$ cat config.mk
export PLATFORM = sky130hd
export DESIGN_NAME = sup_rst_gen
export DESIGN_NICKNAME = d
export VERILOG_FILES = /design/src/rtl/sup_rst_pkg.sv /design/src/rtl/sup_rst_cause.sv /design/src/rtl/sup_rst_hold.sv /design/src/rtl/sup_rst_drive.sv /design/src/rtl/sup_rst_gen.sv
export SDC_FILE = /design/constraint.sdc
export NUM_CORES = 1
export LEC_CHECK = 0
export ABC_AREA = 1
export BUFFER_PORTS_ARGS = -buffer_cell sky130_fd_sc_hd__clkbuf_2
export CAP_MARGIN = 20
export CELL_PAD_IN_SITES_DETAIL_PLACEMENT = 0
export CELL_PAD_IN_SITES_GLOBAL_PLACEMENT = 1
export CORE_MARGIN = 4
export CORE_UTILIZATION = 40
export CTS_CLUSTER_SIZE = 12
export DETAILED_ROUTE_END_ITERATION = 16
export GPL_ROUTABILITY_DRIVEN = 0
export HOLD_SLACK_MARGIN = 0.02
export PLACE_DENSITY_LB_ADDON = 0.1
export RECOVER_POWER = 50
export SLEW_MARGIN = 20
export SYNTH_ARGS = -nofsm -noshare
export SYNTH_HDL_FRONTEND = slang
export SYNTH_SLANG_ARGS = --single-unit
export TNS_END_PERCENT = 100
$ cat constraint.sdc
create_clock -name clk_i -period 1.4 [get_ports clk_i]
set_input_delay 0.14 -clock clk_i [delete_from_list [all_inputs] [get_ports clk_i]]
set_output_delay 0.14 -clock clk_i [all_outputs]
set_load 0.1 [all_outputs]
$ cat src/rtl/sup_rst_pkg.sv
package sup_rst_pkg;
  typedef enum logic {
    HOLD_IDLE = 1'b0,
    HOLD_RUN  = 1'b1
  } hold_st_e;
endpackage

$ cat src/rtl/sup_rst_cause.sv
module sup_rst_cause (
  input  logic supply_low_i,
  input  logic mr_ni,
  input  logic wdt_expire_i,
  output logic restart_o
);
  // level causes and the watchdog strobe all clear the hold
  assign restart_o = supply_low_i | ~mr_ni | wdt_expire_i;
endmodule

$ cat src/rtl/sup_rst_hold.sv
module sup_rst_hold
  import sup_rst_pkg::*;
#(
  parameter int unsigned TREC_CYCLES = 10_000_000
) (
  input  logic clk_i,
  input  logic rst_ni,
  input  logic restart_i,
  output logic active_o
);
  localparam int unsigned CNT_W = (TREC_CYCLES > 2) ? $clog2(TREC_CYCLES) : 1;
  localparam logic [CNT_W-1:0] LAST = CNT_W'(TREC_CYCLES - 1);
  localparam int unsigned SW = $clog2(TREC_CYCLES + 2);

  hold_st_e         st_q;
  logic [CNT_W-1:0] cnt_q;

  always_ff @(posedge clk_i or negedge rst_ni) begin
    if (!rst_ni) begin
      st_q  <= HOLD_RUN;
      cnt_q <= '0;
    end else if (restart_i) begin
      st_q  <= HOLD_RUN;
      cnt_q <= '0;
    end else if (st_q == HOLD_RUN) begin
      if (cnt_q == LAST) begin
        st_q  <= HOLD_IDLE;
        cnt_q <= '0;
      end else begin
        cnt_q <= cnt_q + 1'b1;
      end
    end
  end

  assign active_o = (st_q == HOLD_RUN);

  // checker-only: cycles since the last restart, saturating
  logic [SW-1:0] since_q;
  always_ff @(posedge clk_i or negedge rst_ni) begin
    if (!rst_ni)                since_q <= '0;
    else if (restart_i)         since_q <= '0;
    else if (since_q != '1)     since_q <= since_q + 1'b1;
  end


  restart_asserts_chk: assert property (@(posedge clk_i) disable iff (!rst_ni)
    restart_i |=> active_o);


  min_hold_chk: assert property (@(posedge clk_i) disable iff (!rst_ni)
    $fell(active_o) |-> (since_q == SW'(TREC_CYCLES)));


  quiet_stays_chk: assert property (@(posedge clk_i) disable iff (!rst_ni)
    (!active_o && !restart_i) |=> !active_o);


  cnt_bound_chk: assert property (@(posedge clk_i) disable iff (!rst_ni)
    cnt_q <= LAST);


  restart_clears_chk: assert property (@(posedge clk_i) disable iff (!rst_ni)
    restart_i |=> (since_q == '0) && active_o);
endmodule

$ cat src/rtl/sup_rst_drive.sv
module sup_rst_drive (
  input  logic active_i,
  output logic rst_no,
  output logic rst_o,
  output logic active_o
);
  assign rst_no   = ~active_i;
  assign rst_o    = active_i;
  assign active_o = active_i;
endmodule

$ cat src/rtl/sup_rst_gen.sv
module sup_rst_gen #(
  parameter int unsigned TREC_CYCLES = 10_000_000
) (
  input  logic clk_i,
  input  logic rst_ni,
  input  logic supply_low_i,
  input  logic mr_ni,
  input  logic wdt_expire_i,
  output logic sys_rst_no,
  output logic sys_rst_o,
  output logic rst_active_o
);
  logic restart;
  logic active;

  sup_rst_cause u_cause (
    .supply_low_i (supply_low_i),
    .mr_ni        (mr_ni),
    .wdt_expire_i (wdt_expire_i),
    .restart_o    (restart)
  );

  sup_rst_hold #(.TREC_CYCLES(TREC_CYCLES)) u_hold (
    .clk_i     (clk_i),
    .rst_ni    (rst_ni),
    .restart_i (restart),
    .active_o  (active)
  );

  sup_rst_drive u_drive (
    .active_i (active),
    .rst_no   (sys_rst_no),
    .rst_o    (sys_rst_o),
    .active_o (rst_active_o)
  );


  polarity_chk: assert property (@(posedge clk_i) disable iff (!rst_ni)
    sys_rst_no != sys_rst_o);


  mr_asserts_chk: assert property (@(posedge clk_i) disable iff (!rst_ni)
    !mr_ni |=> (sys_rst_o && !sys_rst_no));
endmodule

==> run_results.csv <==
group,metric,value,unit
status,status,"complete, but fails checks",
status,violations,"negative setup slack",
synthesis,synth.distinct_cells,29,
clock_network,clkLatencyLatePin,0.27,ns
synthesis,mappedNetlistNets,258,
grt,number_of_global_route_vias_before_repair,1748,
grt,antenna_violations_before_repair,0,
routing,starting_drc_count_in_detailed_routing,61,
clock_network,cell_at_the_root_of_the_clock_tree,"sky130_fd_sc_hd__clkbuf_8",
job,timing.max_cap.violations,0,
pwr,vdd_ir_drop_max,0.329,mV
pwr,cellInternalPower,0.000950,W
pwr,power.leakage,1.11,nW
synthesis,post_synthesis_mean_instance_area,6.89,um^2
sta,post-route-period-util,104,%
hold_path,worst_hold_path_type,"input port to register",
placement,buffers_added_on_ports,7,
clock_network,cts_tree,"done",
routing,via_per_inst,4.76,
sta,worst-slew-pin-transition,0.655,ns
final_layout,finish.cell_count_without_fillers,359,
pwr,p_switching,0.000280,W
critical_path,max_fanout_on_critical_path,8,
placement,hpwl,3.53,mm
floorplanning,die_x,73.9,um
floorplanning,initial_cell_density_of_the_core,42.5,%
pwr,power-per-cell-area,511,nW/um^2
critical_path,worst_ep_arrival_time,1.63,ns
grt,globalRoute.totalOverflow,0,
pwr,finalPower,0.00123,W
sta,hold-worst-slack,0.200,ns
grt,grt_busiest_layer,"met2",
routing,post_drt_wl_per_cell,12.6,um
pwr,power_frac_comb,4.9,%
critical_path,critPathKind,"register to register",
clock_network,clkSlewWorstSetupHoldPaths,0.09,ns
sta,final.setup.tns,-0.625,ns
synthesis,yosysSeqAreaShare,36.1,%
synthesis,synth.yosys.warnings,0,
final_layout,filler_cell_count_in_the_final_layout,399,
clock_network,clk_path_buf_depth,2,
floorplanning,placeableCoreArea,4090,um^2
grt,grtUsageMet3,2.05,%
sta,rsz0062_at_grt,"yes",
grt,grt_max_degree,26,
clock_network,count_of_h_tree_levels_built_during_cts,1,
routing,postRouteAntennaNets,0,
sta,setup_violations,19,
floorplanning,placement_rows,23,
synthesis,netlist_instances,252,
critical_path,end_kind,"register",
routing,postRouteWirelength,4.53,mm
grt,grt_util_all_layers,19.5,%
placement,placedCellCount,345,
pwr,p_seq_share,58.9,%
routing,vias,1708,
grt,grt.met2_usage,34.7,%
sta,period_needed,1.45,ns
floorplanning,die_area,5460,um^2
clock_network,cts-buffers-inserted,3,
final_layout,antennaDiodeCount,0,
final_layout,final_layout_size_suffix_gt1_share,35.3,%
critical_path,timing.critical_path.from_type,"register",
grt,global_route_wire_length_before_repair,8.07,mm
final_layout,nets,316,
synthesis,netlist_area,1740,um^2
clock_network,clock-sinks,25,
pwr,pwr-share-clk,36.2,%
final_layout,syn_to_final_growth,38.5,%
sta,max-slew-margin-rel,56.3,%
synthesis,flop_and_latch_count_out_of_synthesis,25,
sta,timing.final.max_slew_violations,0,
sta,final.setup.worst_slack,-0.0501,ns
grt,globalRouteMet1Util,24.9,%
sta,clock_skew,0.00664,ns
pwr,switching_share,22.7,%
sta,timing.fmax,0.690,GHz
floorplanning,io-pin-count,8,
routing,drc,0,
sta,final_hold_fails,0,
floorplanning,fp.dieH,73.9,um
critical_path,cp.required,1.58,ns
routing,drt-pass1-iter-count,4,
-- layout make-up --
cell class	count	area, um^2	area share (%)
multi-input cells	197	1070	44.4
repair buffers	57	495	20.6
well taps	50	62.6	2.60
clock buffers	4	45.0	1.87
inverters	26	101	4.21
flip-flops and latches	25	633	26.3
-- what timing repair did --
item | 4_1_cts | 5_1_grt
buffers inserted | 7 | 3
resized for setup | 15 | 22
pin swaps | 7 | 11
endpoints found under the hold margin | 24 | 0
setup endpoints to repair | 21 | 26
hold buffers | 1 | 0
cloned | 0 | 0
-- worst paths after layout --
path / startpoint / end / slack (ns) / depth (start not counted)
max: u_hold.cnt_q[1] / u_hold.cnt_q[10] / -0.05 / 9
min: wdt_expire_i / u_hold.cnt_q[2] / 0.20 / 4
min reg2reg: u_hold.cnt_q[15] / u_hold.cnt_q[15] / 0.56 / 2
max in group asynchronous: rst_ni / u_hold.cnt_q[2] / 0.43 / 3
max reg2reg: u_hold.cnt_q[1] / u_hold.cnt_q[10] / -0.05 / 9
min in group asynchronous: rst_ni / u_hold.cnt_q[12] / 0.49 / 3
-- critical path: stages (launching register included) --
cell and delay (ns):
sky130_fd_sc_hd__dfrtp_1 0.40, sky130_fd_sc_hd__ha_4 0.18, sky130_fd_sc_hd__nand2_4 0.07, sky130_fd_sc_hd__inv_2 0.07, sky130_fd_sc_hd__nand2_2 0.05, sky130_fd_sc_hd__nor2_2 0.09, sky130_fd_sc_hd__nand3_2 0.11, sky130_fd_sc_hd__nand3_4 0.18
sky130_fd_sc_hd__buf_8 0.15, sky130_fd_sc_hd__o21ai_2 0.06
-- per-layer routing --
| layer | vias up | share of wire [%] |
|---|---|---|
| met5 | - | 0 |
| met4 | 0 | 1.1 |
| met3 | 5 | 1.4 |
| met2 | 13 | 51 |
| met1 | 793 | 46 |
| li1 | 897 | - |
-- kinds of logic after synthesis --
logic type,Yosys count,synth area share (%)
xor+xnor,9,4.54
compound gates,27,10.6
fa+ha+maj,1,0.720
flops,25,36.1
buf+inv,30,7.49
simple gates,160,40.6
-- stage by stage --
step           setup slack, ns  instance area, um^2  util, %
3_5_place_dp            -0.113                 2180     53.3
6_report               -0.0501                 2410     58.9
5_1_grt                 -0.151                 2410     58.9
4_1_cts                -0.0661                 2330     57.0
3_3_place_gp           -0.0410                 2180     53.3
2_1_floorplan           -0.428                 1750        -
-- sequential cells by signal (all words and copies together) (netlist names) --
signal / cells
u_hold.cnt_q: 24
u_hold.active_o: 1
-- cells in the mapped netlist --
library cell                n  share of area (%)
sky130_fd_sc_hd__nor2_8     1                1.2
sky130_fd_sc_hd__nand4_1    2               0.72
sky130_fd_sc_hd__nor2_1    39                8.4
sky130_fd_sc_hd__dfrtp_1   24                 35
sky130_fd_sc_hd__o21ai_1    2               0.58
sky130_fd_sc_hd__o41ai_1    1               0.50
sky130_fd_sc_hd__nand2_2    3                1.1
sky130_fd_sc_hd__nand2_4    1               0.65
sky130_fd_sc_hd__xnor2_1    3                1.5
sky130_fd_sc_hd__inv_1     24                5.2
sky130_fd_sc_hd__nor2_2     1               0.36
sky130_fd_sc_hd__nand3b_1   3                1.3
sky130_fd_sc_hd__nor3_1     1               0.29
sky130_fd_sc_hd__xor2_1     6                3.0
sky130_fd_sc_hd__o21bai_1   3                1.3
sky130_fd_sc_hd__buf_2      2               0.58
sky130_fd_sc_hd__nand3_2    1               0.58
sky130_fd_sc_hd__inv_2      2               0.43
sky130_fd_sc_hd__o21ai_2   10                5.0
sky130_fd_sc_hd__nand3_1    8                2.3
sky130_fd_sc_hd__ha_1       1               0.72
sky130_fd_sc_hd__nand3_4    1                1.0
sky130_fd_sc_hd__a21oi_1    1               0.29
sky130_fd_sc_hd__buf_4      1               0.43
sky130_fd_sc_hd__nand2_1   96                 21
sky130_fd_sc_hd__dfstp_2    1                1.5
sky130_fd_sc_hd__o21ai_0   10                2.9
sky130_fd_sc_hd__nor2_4     3                1.9
sky130_fd_sc_hd__buf_8      1               0.86
-- layout by cell type, fill, tap and decap left out, types with 2 or more instances in the layout --
cell type                   n
sky130_fd_sc_hd__nand3_1    8
sky130_fd_sc_hd__inv_2      4
sky130_fd_sc_hd__nor2_2    11
sky130_fd_sc_hd__clkbuf_8   3
sky130_fd_sc_hd__buf_12     5
sky130_fd_sc_hd__nand3b_1   3
sky130_fd_sc_hd__nand2_4    2
sky130_fd_sc_hd__buf_6      2
sky130_fd_sc_hd__dfrtp_2    2
sky130_fd_sc_hd__o21ai_1    3
sky130_fd_sc_hd__clkbuf_2   5
sky130_fd_sc_hd__o21ai_2   15
sky130_fd_sc_hd__o21bai_1   3
sky130_fd_sc_hd__nand4_1    2
sky130_fd_sc_hd__nand2_1   94
sky130_fd_sc_hd__nor2_4     5
sky130_fd_sc_hd__inv_1     21
sky130_fd_sc_hd__nor2_1    27
sky130_fd_sc_hd__dfrtp_1   22
sky130_fd_sc_hd__o21ai_0    4
sky130_fd_sc_hd__nand2_2    4
sky130_fd_sc_hd__xor2_1     6
sky130_fd_sc_hd__buf_4     43
sky130_fd_sc_hd__xnor2_1    3
-- power by group through the flow --
stage | logic (W) | registers [W] | clock network, W
2_1_floorplan | 0.0000192 | 0.000739 | 0
3_3_place_gp | 0.0000553 | 0.000738 | 0
3_5_place_dp | 0.0000553 | 0.000738 | 0
4_1_cts | 0.0000626 | 0.000724 | 0.000462
5_1_grt | 0.0000692 | 0.000725 | 0.000493
6_report | 0.0000608 | 0.000724 | 0.000445
Power figures use the tool's default switching activity.
